==> src/rtl/sar_pkg.sv <==
package sar_pkg;
  localparam int RES_W_DEF  = 10;
  localparam int SYNC_N_DEF = 2;

  typedef enum logic {
    EDGE_FALL = 1'b0,
    EDGE_RISE = 1'b1
  } edge_sel_e;
endpackage

==> src/rtl/sar_trig_detect.sv <==
module sar_trig_detect #(
  parameter int SYNC_N = 2
) (
  input  logic clk,
  input  logic rst_n,
  input  logic pin,
  input  logic rise_sel,
  input  logic gate,
  output logic hit
);
  import sar_pkg::*;

  logic [SYNC_N-1:0] sync_q;
  logic              prev_q;
  logic              level;
  edge_sel_e         sel;

  generate
    for (genvar g = 0; g < SYNC_N; g++) begin : g_sync
      if (g == 0) begin : g_first
        always_ff @(posedge clk or negedge rst_n) begin
          if (!rst_n) sync_q[0] <= 1'b0;
          else        sync_q[0] <= pin;
        end
      end else begin : g_rest
        always_ff @(posedge clk or negedge rst_n) begin
          if (!rst_n) sync_q[g] <= 1'b0;
          else        sync_q[g] <= sync_q[g-1];
        end
      end
    end
  endgenerate

  assign level = sync_q[SYNC_N-1];

  always_ff @(posedge clk or negedge rst_n) begin
    if (!rst_n) prev_q <= 1'b0;
    else        prev_q <= level;
  end

  always_comb begin
    sel = edge_sel_e'(rise_sel);
    unique case (sel)
      EDGE_RISE: hit = gate & level & ~prev_q;
      default:   hit = gate & ~level & prev_q;
    endcase
  end
endmodule

==> src/rtl/sar_step_engine.sv <==
module sar_step_engine #(
  parameter int RES_W = 10
) (
  input  logic             clk,
  input  logic             rst_n,
  input  logic             start,
  input  logic             abort,
  input  logic             cmp_hi,
  output logic             busy,
  output logic             done,
  output logic [RES_W-1:0] trial,
  output logic [RES_W-1:0] result
);
  localparam int IDX_W = (RES_W > 1) ? $clog2(RES_W) : 1;
  localparam logic [IDX_W-1:0] TOP_IDX = IDX_W'(RES_W - 1);
  localparam logic [RES_W-1:0] MSB_TRIAL = {1'b1, {(RES_W-1){1'b0}}};

  logic [IDX_W-1:0] idx_q;
  logic [RES_W-1:0] code_q;
  logic [RES_W-1:0] res_q;
  logic             busy_q;
  logic [RES_W-1:0] code_nx;
  logic             last;

  assign last = (idx_q == '0);

  always_comb begin
    code_nx        = code_q;
    code_nx[idx_q] = cmp_hi;
    if (!last) code_nx[idx_q - 1'b1] = 1'b1;
  end

  assign done = busy_q & last & ~abort;

  always_ff @(posedge clk or negedge rst_n) begin
    if (!rst_n) begin
      busy_q <= 1'b0;
      idx_q  <= '0;
      code_q <= '0;
      res_q  <= '0;
    end else if (abort) begin
      busy_q <= 1'b0;
      idx_q  <= '0;
      code_q <= '0;
    end else if (start) begin
      busy_q <= 1'b1;
      idx_q  <= TOP_IDX;
      code_q <= MSB_TRIAL;
    end else if (busy_q) begin
      if (last) begin
        busy_q <= 1'b0;
        res_q  <= code_nx;
        code_q <= '0;
      end else begin
        idx_q  <= idx_q - 1'b1;
        code_q <= code_nx;
      end
    end
  end

  assign busy   = busy_q;
  assign trial  = code_q;
  assign result = res_q;
endmodule

==> src/rtl/sar_eoc_flag.sv <==
module sar_eoc_flag (
  input  logic clk,
  input  logic rst_n,
  input  logic set,
  input  logic wr_en,
  input  logic wr_data,
  input  logic int_en,
  output logic flag,
  output logic int_out
);
  logic flag_q;

  always_ff @(posedge clk or negedge rst_n) begin
    if (!rst_n)                flag_q <= 1'b0;
    else if (set)              flag_q <= 1'b1;
    else if (wr_en && !wr_data) flag_q <= 1'b0;
  end

  assign flag    = flag_q;
  assign int_out = flag_q & int_en;
endmodule

==> src/rtl/sar_adc_ctrl.sv <==
module sar_adc_ctrl #(
  parameter int RES_W  = sar_pkg::RES_W_DEF,
  parameter int SYNC_N = sar_pkg::SYNC_N_DEF
) (
  input  logic             clk,
  input  logic             rst_n,
  input  logic             start_we,
  input  logic             start_wd,
  input  logic             req_we,
  input  logic             req_wd,
  input  logic             irq_en,
  input  logic             trg_pin_en,
  input  logic             trg_en,
  input  logic             trg_rise_sel,
  input  logic             trg_pin,
  input  logic             cmp_hi,
  output logic             start_flag,
  output logic [RES_W-1:0] dac_code,
  output logic [RES_W-1:0] result,
  output logic             req_flag,
  output logic             irq
);
  logic trig_hit;
  logic busy;
  logic done;
  logic go;
  logic stop;

  sar_trig_detect #(.SYNC_N(SYNC_N)) u_trig (
    .clk      (clk),
    .rst_n    (rst_n),
    .pin      (trg_pin),
    .rise_sel (trg_rise_sel),
    .gate     (trg_pin_en & trg_en),
    .hit      (trig_hit)
  );

  assign stop = busy & start_we & ~start_wd;
  assign go   = ~busy & ((start_we & start_wd) | trig_hit);

  sar_step_engine #(.RES_W(RES_W)) u_eng (
    .clk    (clk),
    .rst_n  (rst_n),
    .start  (go),
    .abort  (stop),
    .cmp_hi (cmp_hi),
    .busy   (busy),
    .done   (done),
    .trial  (dac_code),
    .result (result)
  );

  sar_eoc_flag u_eoc (
    .clk     (clk),
    .rst_n   (rst_n),
    .set     (done),
    .wr_en   (req_we),
    .wr_data (req_wd),
    .int_en  (irq_en),
    .flag    (req_flag),
    .int_out (irq)
  );

  assign start_flag = busy;
endmodule

==> config.mk <==
export PLATFORM = sky130hd
export DESIGN_NAME = sar_adc_ctrl
export DESIGN_NICKNAME = d
export VERILOG_FILES = /design/src/rtl/sar_pkg.sv /design/src/rtl/sar_trig_detect.sv /design/src/rtl/sar_step_engine.sv /design/src/rtl/sar_eoc_flag.sv /design/src/rtl/sar_adc_ctrl.sv
export SDC_FILE = /design/constraint.sdc
export NUM_CORES = 1
export LEC_CHECK = 0
export CORE_MARGIN = 3
export CORE_UTILIZATION = 25
export CTS_CLUSTER_SIZE = 8
export DETAILED_ROUTE_END_ITERATION = 7
export PLACE_DENSITY = 0.51
export SYNTH_ARGS = -nofsm -noshare
export SYNTH_HDL_FRONTEND = slang
export SYNTH_SLANG_ARGS = --single-unit
==> constraint.sdc <==
create_clock -name clk -period 5.5 [get_ports clk]
set_clock_uncertainty 0.15 [all_clocks]
set_input_delay 0.55 -clock clk [delete_from_list [all_inputs] [get_ports clk]]
set_output_delay 0.55 -clock clk [all_outputs]
set_load 0.01 [all_outputs]
==> flow_summary_export.csv <==
group,metric,value,unit
cts,clock_latency,0.28,ns
critical_path,critPathMaxFanout,20,
critical_path,required,5.52,ns
placed_design,io_buffer_count,34,
global_route,grt_pass1_vias,1319,
route,drc,0,
logic_synthesis,synthArstFlopShare,100,%
critical_path,r2r_start,"u_eng.idx_q[0]$_DFFE_PN0P_",
floorplanning,rows,28,
cts,cts.sinks,29,
route,drt_iter0_drc,91,
logic_synthesis,synth_area_per_cell,9.75,sq um
pwr,total_power,0.00108,W
timing,setup_viol,0,
critical_path,r2r_slack,2.56,ns
placed_design,place_ws,2.57,ns
logic_synthesis,synth_edf_count,0,
timing,period_minus_slack,2.94,ns
critical_path,crit_type,"reg2reg",
cells_and_area,finalNetCount,218,
logic_synthesis,ys_types,46,
cts,cts_tree,"built",
placed_design,placed_area,1990,sq um
floorplanning,initial_core_util,26.5,%
global_route,grt_max_degree,30,
pwr,leakage,0.946,nW
placed_design,dp_hpwl,2.78,mm
timing,slew_violations,0,
route,antenna_left,0,
route,wl_per_cell,14.1,um
status,status,"completed",
cells_and_area,seq_area,726,sq um
cells_and_area,final_common_cell,"clkdlybuf4s50_1",
cts,post_cts_buffers,0,
critical_path,critPathCaptureType,"register",
placed_design,gp_congestion,0.770,
timing,layout_setup_ws,2.56,ns
floorplanning,core_area,6100,sq um
critical_path,reg2reg_depth,5,
critical_path,worstSetupStartpointType,"register",
cts,cts.clk_slew.worst_paths,0.06,ns
job,drv_cap,0,
worst_hold_path,hp-class,"reg2reg",
global_route,antenna_found_initial,0,
pwr,powerDensity,519,nW/um^2
critical_path,endpoint,"u_eng.result[7]$_DFFE_PN0P_",
cts,cts_resized,0,
cells_and_area,drive_gt1_share,9.55,%
route,vias,1317,
timing,tightest_slew,0.808,ns
cells_and_area,syn2layout_area_growth,28.6,%
global_route,grt_overflow,0,
floorplanning,die_height,86.4,um
global_route,grt_pass1_wl,6.64,mm
critical_path,r2r-end,"u_eng.result[7]$_DFFE_PN0P_",
cells_and_area,diodes,0,
logic_synthesis,synth_flop_cell,"dfrtp_1",
floorplanning,io_pins,35,
logic_synthesis,synth.yosys.seq_area_share,44.9,%
cts,ctsLongestPathBuffers,2,
timing,relSlewSlack,46.0,%
cells_and_area,nFillCells,653,
cells_and_area,final_area,2080,sq um
timing,final.setup.tns,0,ns
logic_synthesis,yosys_register_bits,29,
route,vias_per_cell,4.81,
route,firstDrtPassIters,4,
timing,rsz0062_at_grt,"no",
timing,hold_viol,0,
logic_synthesis,synthesis.nets,185,
cts,cts_root_buf,"clkbuf_8",
floorplanning,dieArea,7470,sq um
logic_synthesis,syn-cell-area,1620,sq um
cells_and_area,multi_input_area,797,sq um
critical_path,cp-startpoint,"u_eng.idx_q[0]$_DFFE_PN0P_",
route,totalWireLength,3.87,mm
logic_synthesis,synth_warnings,0,
global_route,grt_usage,11.5,%
cts,cts_hold_buf,0,
floorplanning,die-width,86.4,um
cts,cts_made_buffers,5,
timing,fmax,340,MHz
critical_path,worstPathArrival,2.96,ns
pwr,ir_drop,176,uV
cells_and_area,mostFrequentLayoutCells,"34 x clkdlybuf4s50_1, 29 x dfrtp_1, 24 x nand2_1, 17 x o21ai_0",
cts,cts_max_level,2,
logic_synthesis,synthCells,166,
timing,fin_crit_sh,53.5,%
## cells by family after synthesis
group	Yosys count	share of synthesized area (%)
and+or+nand+nor	54	18.0
DFF	29	44.9
adders and majority gates	7	5.41
AOI/OAI and AO/OA	49	19.5
muxes	10	6.34
buffers and inverters	17	5.88
## worst max-delay path, cell delays in order (launching register included)
cell and delay [ns]:
dfrtp_1 0.50, inv_1 0.20, ha_1 0.58, nand4_1 0.79, inv_1 0.25, mux2_2 0.35
## cell usage after synthesis (3+ instances only)
library cell,number,area [sq um]
dfrtp_1,29,726
nand2_1,24,90.1
o21ai_0,17,85.1
a21oi_1,8,40.0
inv_1,8,30.0
mux2i_1,8,80.1
ha_1,7,87.6
nor2_1,6,22.5
buf_2,4,20.0
a21boi_0,3,22.5
a221o_1,3,30.0
buf_6,3,33.8
nor3_1,3,15.0
## registers in the layout (all words and copies together), names as in the netlist
name / cells
u_eng.busy: 1
u_eng.idx_q: 4
u_eng.result: 10
u_eng.trial: 10
u_eoc.flag: 1
u_trig.level: 1
u_trig.prev_q: 1
u_trig.sync_q: 1
## area by class of cell
class	count	area share (%)
flip-flops and latches	29	34.9
multi-input cells	120	38.3
clock buffers	7	4.15
well taps	75	4.51
repair buffers	35	16.7
inverters	8	1.44
## layer usage
metal  track usage [%]  share of wire [%]  up-vias
met5                 0                  0        -
met2              16.2                 42       41
li1                  -                  -      653
met4              4.25                1.1        0
met1              15.8                 49      616
met3              4.37                8.2        7
## through the flow
stage                     cells  utilization [%]  hold WS [ns]
after global placement      267             32.7         0.186
after global routing        274             34.1         0.208
after floorplan             166                -         0.104
after detailed placement    267             32.7         0.189
final                       274             34.1         0.198
after CTS                   274             34.1         0.202
## where the power goes
group | switching [W] | leakage [nW] | internal, W | total (W)
clock | 0.0000769 | 0.0443 | 0.0000990 | 0.000176
combinational | 0.000275 | 0.522 | 0.000260 | 0.000535
sequential | 0.0000841 | 0.380 | 0.000285 | 0.000369
total | 0.000436 | 0.946 | 0.000644 | 0.00108
## worst min path at each step
stage / cells past startpoint / to / start
after floorplan: 0 / u_eng.busy$_DFF_PN0_ / rst_n
after global placement: 0 / u_trig.level$_DFF_PN0_ / u_trig.sync_q[0]$_DFF_PN0_
after detailed placement: 0 / u_trig.level$_DFF_PN0_ / u_trig.sync_q[0]$_DFF_PN0_
after CTS: 0 / u_trig.level$_DFF_PN0_ / u_trig.sync_q[0]$_DFF_PN0_
after global routing: 0 / u_trig.level$_DFF_PN0_ / u_trig.sync_q[0]$_DFF_PN0_
final: 0 / u_trig.level$_DFF_PN0_ / u_trig.sync_q[0]$_DFF_PN0_
No activity file was read; power rests on OpenSTA's default activity.
